<file path="src/rtl/tps_pkg.sv">
package tps_pkg;
   localparam int unsigned DW = 8;

   localparam logic [1:0] RA_COUNT = 2'd0;
   localparam logic [1:0] RA_CTRL  = 2'd1;
   localparam logic [1:0] RA_INTC  = 2'd2;

   // control word fields
   localparam int unsigned CB_CLKSEL = 5;   // 1: external pin
   localparam int unsigned CB_FALL   = 4;   // 1: falling edge
   localparam int unsigned CB_TO_WDT = 3;   // 1: prescaler serves watchdog

   // interrupt register fields
   localparam int unsigned IB_GLOBAL = 7;
   localparam int unsigned IB_TMR_EN = 5;
   localparam int unsigned IB_FLAG   = 2;

   localparam logic [DW-1:0] CTRL_RST = 8'hFF;

   typedef struct packed {
      logic glob_en;
      logic tmr_en;
      logic flag;
   } intc_t;
endpackage

</file>
<file path="src/rtl/tps_edge_sync.sv">
module tps_edge_sync #(
   parameter int unsigned STAGES = 2
) (
   input  logic clk,
   input  logic rst_n,
   input  logic pin_i,
   input  logic fall_sel_i,
   output logic edge_o
);
   localparam int unsigned CHAIN = STAGES + 1;

   if (STAGES < 2) begin : g_bad_stages
      $error("tps_edge_sync: STAGES must be at least 2");
   end

   logic [CHAIN-1:0] sh_q;
   logic             s_new, s_old;

   always_ff @(posedge clk or negedge rst_n) begin
      if (!rst_n) sh_q <= '0;
      else        sh_q <= {sh_q[CHAIN-2:0], pin_i};
   end

   assign s_new  = sh_q[STAGES-1];
   assign s_old  = sh_q[STAGES];
   assign edge_o = fall_sel_i ? (s_old & ~s_new) : (s_new & ~s_old);

   AST_SINGLE_EDGE: assert property (@(posedge clk) disable iff (!rst_n)
      (edge_o && $stable(fall_sel_i)) |=> !edge_o || !$stable(fall_sel_i));
endmodule

</file>
<file path="src/rtl/tps_prescaler.sv">
module tps_prescaler #(
   parameter int unsigned PS_W  = 8,
   parameter int unsigned SEL_W = 3
) (
   input  logic             clk,
   input  logic             rst_n,
   input  logic             to_wdt_i,
   input  logic [SEL_W-1:0] sel_i,
   input  logic             tmr_src_i,
   input  logic             cnt_wr_i,
   input  logic             wdt_src_i,
   input  logic             wdt_clr_i,
   output logic             tmr_tick_o,
   output logic             wdt_out_o
);
   if (PS_W < (1 << SEL_W)) begin : g_bad_width
      $error("tps_prescaler: PS_W too narrow for SEL_W codes");
   end

   logic [PS_W-1:0] psc_q, tmr_mask, wdt_mask;
   logic            src, clr, tmr_full, wdt_full;

   for (genvar i = 0; i < PS_W; i++) begin : g_mask
      assign tmr_mask[i] = (i <= int'(sel_i));
      assign wdt_mask[i] = (i <  int'(sel_i));
   end

   assign src = to_wdt_i ? wdt_src_i : tmr_src_i;
   assign clr = to_wdt_i ? wdt_clr_i : cnt_wr_i;

   always_ff @(posedge clk or negedge rst_n) begin
      if (!rst_n)   psc_q <= '0;
      else if (clr) psc_q <= '0;
      else if (src) psc_q <= psc_q + 1'b1;
   end

   assign tmr_full   = &(psc_q | ~tmr_mask);
   assign wdt_full   = &(psc_q | ~wdt_mask);
   assign tmr_tick_o = to_wdt_i ? tmr_src_i : (tmr_src_i & tmr_full);
   assign wdt_out_o  = to_wdt_i ? (wdt_src_i & wdt_full) : wdt_src_i;

   AST_PSC_CLEAR: assert property (@(posedge clk) disable iff (!rst_n)
      clr |=> psc_q == '0);
   AST_TICK_NEEDS_SRC: assert property (@(posedge clk) disable iff (!rst_n)
      tmr_tick_o |-> tmr_src_i);
   AST_WDT_NEEDS_SRC: assert property (@(posedge clk) disable iff (!rst_n)
      wdt_out_o |-> wdt_src_i);
endmodule

</file>
<file path="src/rtl/tps_count.sv">
module tps_count #(
   parameter int unsigned CNT_W    = 8,
   parameter int unsigned HOLD_CYC = 2
) (
   input  logic             clk,
   input  logic             rst_n,
   input  logic             cyc_en_i,
   input  logic             tick_i,
   input  logic             wr_en_i,
   input  logic [CNT_W-1:0] wr_data_i,
   output logic [CNT_W-1:0] cnt_o,
   output logic             ovf_o
);
   localparam int unsigned HW = (HOLD_CYC > 0) ? $clog2(HOLD_CYC + 1) : 1;

   if (CNT_W < 2) begin : g_bad_width
      $error("tps_count: CNT_W must be at least 2");
   end

   logic [CNT_W-1:0] cnt_q;
   logic             held, adv;

   if (HOLD_CYC > 0) begin : g_hold
      logic [HW-1:0] hold_q;
      always_ff @(posedge clk or negedge rst_n) begin
         if (!rst_n)                      hold_q <= '0;
         else if (wr_en_i)                hold_q <= HW'(HOLD_CYC);
         else if (cyc_en_i && hold_q != '0) hold_q <= hold_q - 1'b1;
      end
      assign held = (hold_q != '0);
   end else begin : g_nohold
      assign held = 1'b0;
   end

   assign adv   = tick_i & ~wr_en_i & ~held;
   assign ovf_o = adv & (&cnt_q);

   always_ff @(posedge clk or negedge rst_n) begin
      if (!rst_n)       cnt_q <= '0;
      else if (wr_en_i) cnt_q <= wr_data_i;
      else if (adv)     cnt_q <= cnt_q + 1'b1;
   end

   assign cnt_o = cnt_q;

   AST_WRITE_LOADS: assert property (@(posedge clk) disable iff (!rst_n)
      wr_en_i |=> cnt_q == $past(wr_data_i));
   AST_HOLD_FREEZE: assert property (@(posedge clk) disable iff (!rst_n)
      (held && !wr_en_i) |=> cnt_q == $past(cnt_q));
   AST_STEP_ONE: assert property (@(posedge clk) disable iff (!rst_n)
      !wr_en_i |=> (cnt_q == $past(cnt_q)) || (cnt_q == CNT_W'($past(cnt_q) + 1'b1)));
   AST_WRAP_ZERO: assert property (@(posedge clk) disable iff (!rst_n)
      ovf_o |=> cnt_q == '0);
endmodule

</file>
<file path="src/rtl/tmr8_pscale.sv">
module tmr8_pscale
   import tps_pkg::*;
#(
   parameter int unsigned PS_W        = 8,
   parameter int unsigned SEL_W       = 3,
   parameter int unsigned SYNC_STAGES = 2,
   parameter int unsigned HOLD_CYC    = 2
) (
   input  logic          clk,
   input  logic          rst_n,
   input  logic          cyc_en,
   input  logic          bus_we,
   input  logic [1:0]    bus_addr,
   input  logic [DW-1:0] bus_wdata,
   output logic [DW-1:0] bus_rdata,
   input  logic          ext_clk_pin,
   input  logic          wdt_src,
   input  logic          wdt_clr,
   output logic          wdt_out,
   output logic          irq
);
   if (SEL_W < 1 || SEL_W > CB_TO_WDT) begin : g_bad_sel
      $error("tmr8_pscale: SEL_W must fit below the assignment bit");
   end

   logic [DW-1:0] ctrl_q, cnt;
   intc_t         intc_q;
   logic          wr_cnt, wr_ctrl, wr_intc;
   logic          ext_edge, tmr_src, tmr_tick, ovf;
   logic          unused_wbits;

   assign wr_cnt  = bus_we && (bus_addr == RA_COUNT);
   assign wr_ctrl = bus_we && (bus_addr == RA_CTRL);
   assign wr_intc = bus_we && (bus_addr == RA_INTC);

   always_ff @(posedge clk or negedge rst_n) begin
      if (!rst_n)       ctrl_q <= CTRL_RST;
      else if (wr_ctrl) ctrl_q <= bus_wdata;
   end

   tps_edge_sync #(.STAGES(SYNC_STAGES)) u_sync (
      .clk        (clk),
      .rst_n      (rst_n),
      .pin_i      (ext_clk_pin),
      .fall_sel_i (ctrl_q[CB_FALL]),
      .edge_o     (ext_edge)
   );

   assign tmr_src = ctrl_q[CB_CLKSEL] ? ext_edge : cyc_en;

   tps_prescaler #(.PS_W(PS_W), .SEL_W(SEL_W)) u_psc (
      .clk        (clk),
      .rst_n      (rst_n),
      .to_wdt_i   (ctrl_q[CB_TO_WDT]),
      .sel_i      (ctrl_q[SEL_W-1:0]),
      .tmr_src_i  (tmr_src),
      .cnt_wr_i   (wr_cnt),
      .wdt_src_i  (wdt_src),
      .wdt_clr_i  (wdt_clr),
      .tmr_tick_o (tmr_tick),
      .wdt_out_o  (wdt_out)
   );

   tps_count #(.CNT_W(DW), .HOLD_CYC(HOLD_CYC)) u_cnt (
      .clk       (clk),
      .rst_n     (rst_n),
      .cyc_en_i  (cyc_en),
      .tick_i    (tmr_tick),
      .wr_en_i   (wr_cnt),
      .wr_data_i (bus_wdata),
      .cnt_o     (cnt),
      .ovf_o     (ovf)
   );

   always_ff @(posedge clk or negedge rst_n) begin
      if (!rst_n) begin
         intc_q <= '0;
      end else begin
         if (wr_intc) begin
            intc_q.glob_en <= bus_wdata[IB_GLOBAL];
            intc_q.tmr_en  <= bus_wdata[IB_TMR_EN];
         end
         if (ovf)          intc_q.flag <= 1'b1;
         else if (wr_intc) intc_q.flag <= bus_wdata[IB_FLAG];
      end
   end

   assign unused_wbits = ^{bus_wdata[6], bus_wdata[4:3], bus_wdata[1:0]};

   always_comb begin
      bus_rdata = '0;
      case (bus_addr)
         RA_COUNT: bus_rdata = cnt;
         RA_CTRL:  bus_rdata = ctrl_q;
         RA_INTC: begin
            bus_rdata[IB_GLOBAL] = intc_q.glob_en;
            bus_rdata[IB_TMR_EN] = intc_q.tmr_en;
            bus_rdata[IB_FLAG]   = intc_q.flag;
         end
         default: bus_rdata = '0;
      endcase
   end

   assign irq = intc_q.flag & intc_q.tmr_en & intc_q.glob_en;

   AST_FLAG_ON_WRAP: assert property (@(posedge clk) disable iff (!rst_n)
      ovf |=> intc_q.flag);
   AST_FLAG_STICKY: assert property (@(posedge clk) disable iff (!rst_n)
      (intc_q.flag && !wr_intc) |=> intc_q.flag);
   AST_IRQ_NEEDS_FLAG: assert property (@(posedge clk) disable iff (!rst_n)
      (irq && !wr_intc) |=> intc_q.flag);
endmodule

</file>
<file path="config.mk">
export PLATFORM = sky130hd
export DESIGN_NAME = tmr8_pscale
export DESIGN_NICKNAME = d
export VERILOG_FILES = /design/src/rtl/tps_pkg.sv /design/src/rtl/tps_edge_sync.sv /design/src/rtl/tps_prescaler.sv /design/src/rtl/tps_count.sv /design/src/rtl/tmr8_pscale.sv
export SDC_FILE = /design/constraint.sdc
export NUM_CORES = 1
export LEC_CHECK = 0
export ABC_AREA = 1
export BUFFER_PORTS_ARGS = -buffer_cell sky130_fd_sc_hd__buf_2
export CORE_MARGIN = 4
export CORE_UTILIZATION = 52
export CTS_CLUSTER_SIZE = 24
export DETAILED_ROUTE_END_ITERATION = 12
export HOLD_SLACK_MARGIN = 0.1
export PLACE_DENSITY = 0.76
export SETUP_SLACK_MARGIN = 0.5
export SLEW_MARGIN = 20
export SYNTH_ARGS = -nofsm -noshare
export SYNTH_HDL_FRONTEND = slang
export SYNTH_SLANG_ARGS = --single-unit
</file>
<file path="constraint.sdc">
create_clock -name clk -period 1.4 [get_ports clk]
set_input_delay 0.28 -clock clk [delete_from_list [all_inputs] [get_ports clk]]
set_output_delay 0.28 -clock clk [all_outputs]
set_load 0.02 [all_outputs]
</file>
==> results.py <==
metrics = {
    "sta": {
        "setup_viol_count_final": 18,
        "final_setup_skew_ns": 0.00445,
        "final.period_utilization_pct": 130,
        "period_needed_ns": 1.82,
        "worst_slew_pin_slew_ns": 0.418,
        "unrepaired_setup_endpoints_after_global_routing": "yes",
        "finalHoldWorstSlack_ns": -0.00360,
        "worst_slack_ns": -0.416,
        "worst_slew_margin_rel_pct": 72.1,
        "timing.fmax_mhz": 551,
        "final_hold_violating_endpoints": 3,
        "timing.final.max_slew_violations": 0,
    },
    "logic_synthesis": {
        "synthFlopType": "sky130_fd_sc_hd__dfrtp_1",
        "synthDistinctLibCells": 30,
        "syn_avg_cell_area_um2": 7.39,
        "synthesis.area_um2": 2040,
        "synth-warning-count": 0,
        "netlist_instances": 276,
        "edff_count_synth": 0,
        "most_used_standard_cell_by_instance_count_after_synthesis": "sky130_fd_sc_hd__nand2_1",
        "cell_type_with_the_largest_total_area_after_synthesis": "sky130_fd_sc_hd__dfrtp_1",
        "postSynth.asyncResetShare_pct": 100,
        "synth_sequential_area_ratio_pct": 39.7,
        "yosys.area.top_type_share_pct": 29.4,
        "synth.top_cells.by_count": "sky130_fd_sc_hd__nand2_1 (85), sky130_fd_sc_hd__inv_1 (39), sky130_fd_sc_hd__nand3_1 (27)",
        "synth-seq-cells": 32,
        "syn_nets": 296,
        "yosys-top-cells-area": "sky130_fd_sc_hd__dfrtp_1 (29%), sky130_fd_sc_hd__nand2_1 (16%), sky130_fd_sc_hd__dfstp_2 (10%)",
    },
    "placed_design": {
        "portBuffers": 26,
        "preCtsSetupSlack_ns": -0.149,
        "placement.cell_area_um2": 2490,
        "dp.final_hpwl_um": 3810,
        "place_congestion": 0.884,
        "number_of_placed_instances_taps_included": 365,
    },
    "routing": {
        "route.final.wire_length_um": 6270,
        "tritonroute_pass_1_iters": 4,
        "final_antenna_violating_net_count": 0,
        "viasPerCell": 5.51,
        "drt_iter0_markers": 239,
        "avgRoutedWirePerCell_um": 15.9,
        "dr_total_vias": 2175,
        "route.detailed.drc": 0,
    },
    "flow_run": {
        "maxCapViolCount": 0,
    },
    "grt": {
        "grt_max_degree": 33,
        "grt_overflow_total": 0,
        "grt_pass1_wl_um": 9910,
        "antenna_violations_before_repair": 0,
        "first_global_vias": 2133,
        "grt_use_total_pct": 24.6,
    },
    "critical_path": {
        "timing.reg2reg.worst_path_depth": 11,
        "worstPathMaxFanout": 6,
        "crit_required_ns": 1.12,
        "timing.rr.end": "u_cnt.cnt_o[0]$_DFFE_PN0P_",
        "r2r_setup_slack_ns": -0.31,
        "critPathCaptureType": "output pin",
        "path_class": "flop to output pin",
        "critical_path.startpoint_type": "flop",
        "worst_flop_to_flop_path_startpoint": "ctrl_q[2]$_DFFE_PN1P_",
        "worst-endpoint-arrival_ns": 1.54,
    },
    "die": {
        "core_area_um2": 3720,
        "die_h_um": 70.6,
        "site_row_count": 22,
        "boundaryPins": 27,
        "die-width_um": 70.6,
        "fp.dieArea_um2": 4990,
        "start_util_pct": 54.9,
    },
    "clocking": {
        "tritoncts.num_buffers": 5,
        "clock_tree.buffer_depth": 2,
        "tritoncts": "done",
        "htree_levels": 2,
        "clock-root-buffer": "sky130_fd_sc_hd__clkbuf_8",
        "holdBufCountCts": 1,
        "clk_pin_slew_ns": 0.07,
        "clock_latency_ns": 0.29,
        "cts_sinks": 32,
    },
    "layout": {
        "number_of_inserted_diodes": 0,
        "drive_gt1_share_pct": 47.8,
        "syn2layout_area_growth_pct": 51.6,
        "final_cell_count_no_fill": 395,
        "fin_area_um2": 3090,
        "num-nets-final": 366,
        "fillerInstances": 203,
    },
    "power": {
        "power_density_nw_per_um2": 1430,
        "internal_power_mw": 2.58,
        "power.static_leakage_nw": 1.54,
        "power.combinational.fraction_pct": 50.5,
        "switchingPower_mw": 1.83,
        "switching_share_pct": 41.5,
        "ir_drop_uv": 1280,
        "clkPwrFrac_pct": 17.2,
        "pwr-share-seq_pct": 32.3,
    },
    "outcome": {
        "violations_in_the_final_reports": "negative hold slack, negative setup slack",
        "status": "complete, but fails checks",
    },
    "worst_hold_path": {
        "holdCritPathClass": "primary input to async pin",
    },
}
==> sequential cells by signal, indices dropped and copies added (netlist names) <==
signal               count
ctrl_q                   8
intc_q                   3
u_cnt.cnt_o              8
u_cnt.g_hold.hold_q      2
u_psc.psc_q              8
u_sync.sh_q              3
==> repair_timing <==
item / in CTS / in global routing
setup buffers: 14 / 6
pin swaps: 29 / 23
gates resized for setup: 51 / 40
endpoints found under the setup margin: 31 / 32
gates cloned: 1 / 0
endpoints found under the hold margin: 25 / 24
==> per-stage QoR <==
step	hold slack, ns	power, mW	TNS (ns)	util [%]
6_report	-0.00360	4.41	-3.98	83.3
5_1_grt	0.0292	4.70	-5.40	83.3
4_1_cts	0.0110	4.02	-2.87	78.1
3_5_place_dp	0.321	2.93	-1.19	67.1
3_3_place_gp	0.334	2.89	-0.668	67.1
2_1_floorplan	-0.0156	2.46	-0.00567	-
==> worst max path at each step <==
stage | start | end | slack (ns) | cells past startpoint
global route | ctrl_q[1]$_DFFE_PN1P_ | wdt_out | -0.56 | 6
CTS | ctrl_q[2]$_DFFE_PN1P_ | wdt_out | -0.37 | 6
floorplan | ctrl_q[1]$_DFFE_PN1P_ | wdt_out | -0.006 | 6
detailed placement | ctrl_q[2]$_DFFE_PN1P_ | u_cnt.cnt_o[1]$_DFFE_PN0P_ | -0.15 | 11
global placement | ctrl_q[2]$_DFFE_PN1P_ | u_cnt.cnt_o[6]$_DFFE_PN0P_ | -0.08 | 11
finish | ctrl_q[1]$_DFFE_PN1P_ | wdt_out | -0.42 | 5
==> critical path, cell delays in order (launching register included) <==
cell	delay [ns]
sky130_fd_sc_hd__dfstp_2	0.62
sky130_fd_sc_hd__buf_4	0.15
sky130_fd_sc_hd__nand4_1	0.12
sky130_fd_sc_hd__nand4_1	0.14
sky130_fd_sc_hd__a21oi_2	0.07
sky130_fd_sc_hd__buf_4	0.15
==> kinds of logic after synthesis <==
| logic type | Yosys count | synth area share, % |
|---|---|---|
| flops | 32 | 39.7 |
| buf+inv | 49 | 11.3 |
| fa+ha+maj | 3 | 1.84 |
| xor+xnor | 7 | 3.00 |
| compound gates | 36 | 10.6 |
| simple gates | 149 | 33.5 |
==> layer usage <==
layer	track usage [%]	share of wire [%]	up-vias
met5	0	0	-
met4	8.98	2.7	0
met3	5.40	5.3	18
met2	39.9	51	70
met1	32.4	41	1048
li1	-	-	1039
==> placed cells by master (no fill, tap or decap), types with 4 or more instances in the layout <==
cell type | Yosys | final
sky130_fd_sc_hd__nand2_1 | 85 | 62
sky130_fd_sc_hd__nand3_1 | 27 | 13
sky130_fd_sc_hd__nor2_4 | 2 | 4
sky130_fd_sc_hd__dfrtp_1 | 24 | 24
sky130_fd_sc_hd__o21ai_1 | 18 | 11
sky130_fd_sc_hd__inv_4 | 0 | 4
sky130_fd_sc_hd__buf_2 | 1 | 16
sky130_fd_sc_hd__inv_2 | 3 | 8
sky130_fd_sc_hd__nand2_4 | 4 | 6
sky130_fd_sc_hd__nand4_1 | 11 | 11
sky130_fd_sc_hd__dfstp_2 | 8 | 8
sky130_fd_sc_hd__nand2_2 | 1 | 19
sky130_fd_sc_hd__nand3_2 | 1 | 13
sky130_fd_sc_hd__inv_1 | 39 | 29
sky130_fd_sc_hd__nor2_1 | 13 | 10
sky130_fd_sc_hd__buf_4 | 2 | 25
sky130_fd_sc_hd__xor2_1 | 7 | 7
sky130_fd_sc_hd__buf_6 | 3 | 25
sky130_fd_sc_hd__o21ai_2 | 0 | 7
sky130_fd_sc_hd__clkbuf_8 | 0 | 6
==> final cells by class <==
class	instances	area [um2]	share of cell area, %
tap	48	60.1	1.94
inverter	42	173	5.58
timing repair buffer	70	627	20.3
sequential	32	811	26.2
clock inverter	2	10.0	0.323
multi-input combinational	195	1330	43.0
clock buffer	6	82.6	2.67
==> power groups by stage <==
stage | sequential, mW | clock [mW] | combinational (mW)
global placement | 1.41 | 0 | 1.48
finish | 1.43 | 0.759 | 2.23
CTS | 1.41 | 0.760 | 1.85
floorplan | 1.37 | 0 | 1.09
global route | 1.46 | 0.813 | 2.43
detailed placement | 1.42 | 0 | 1.51
Power figures use the tool's default switching activity.
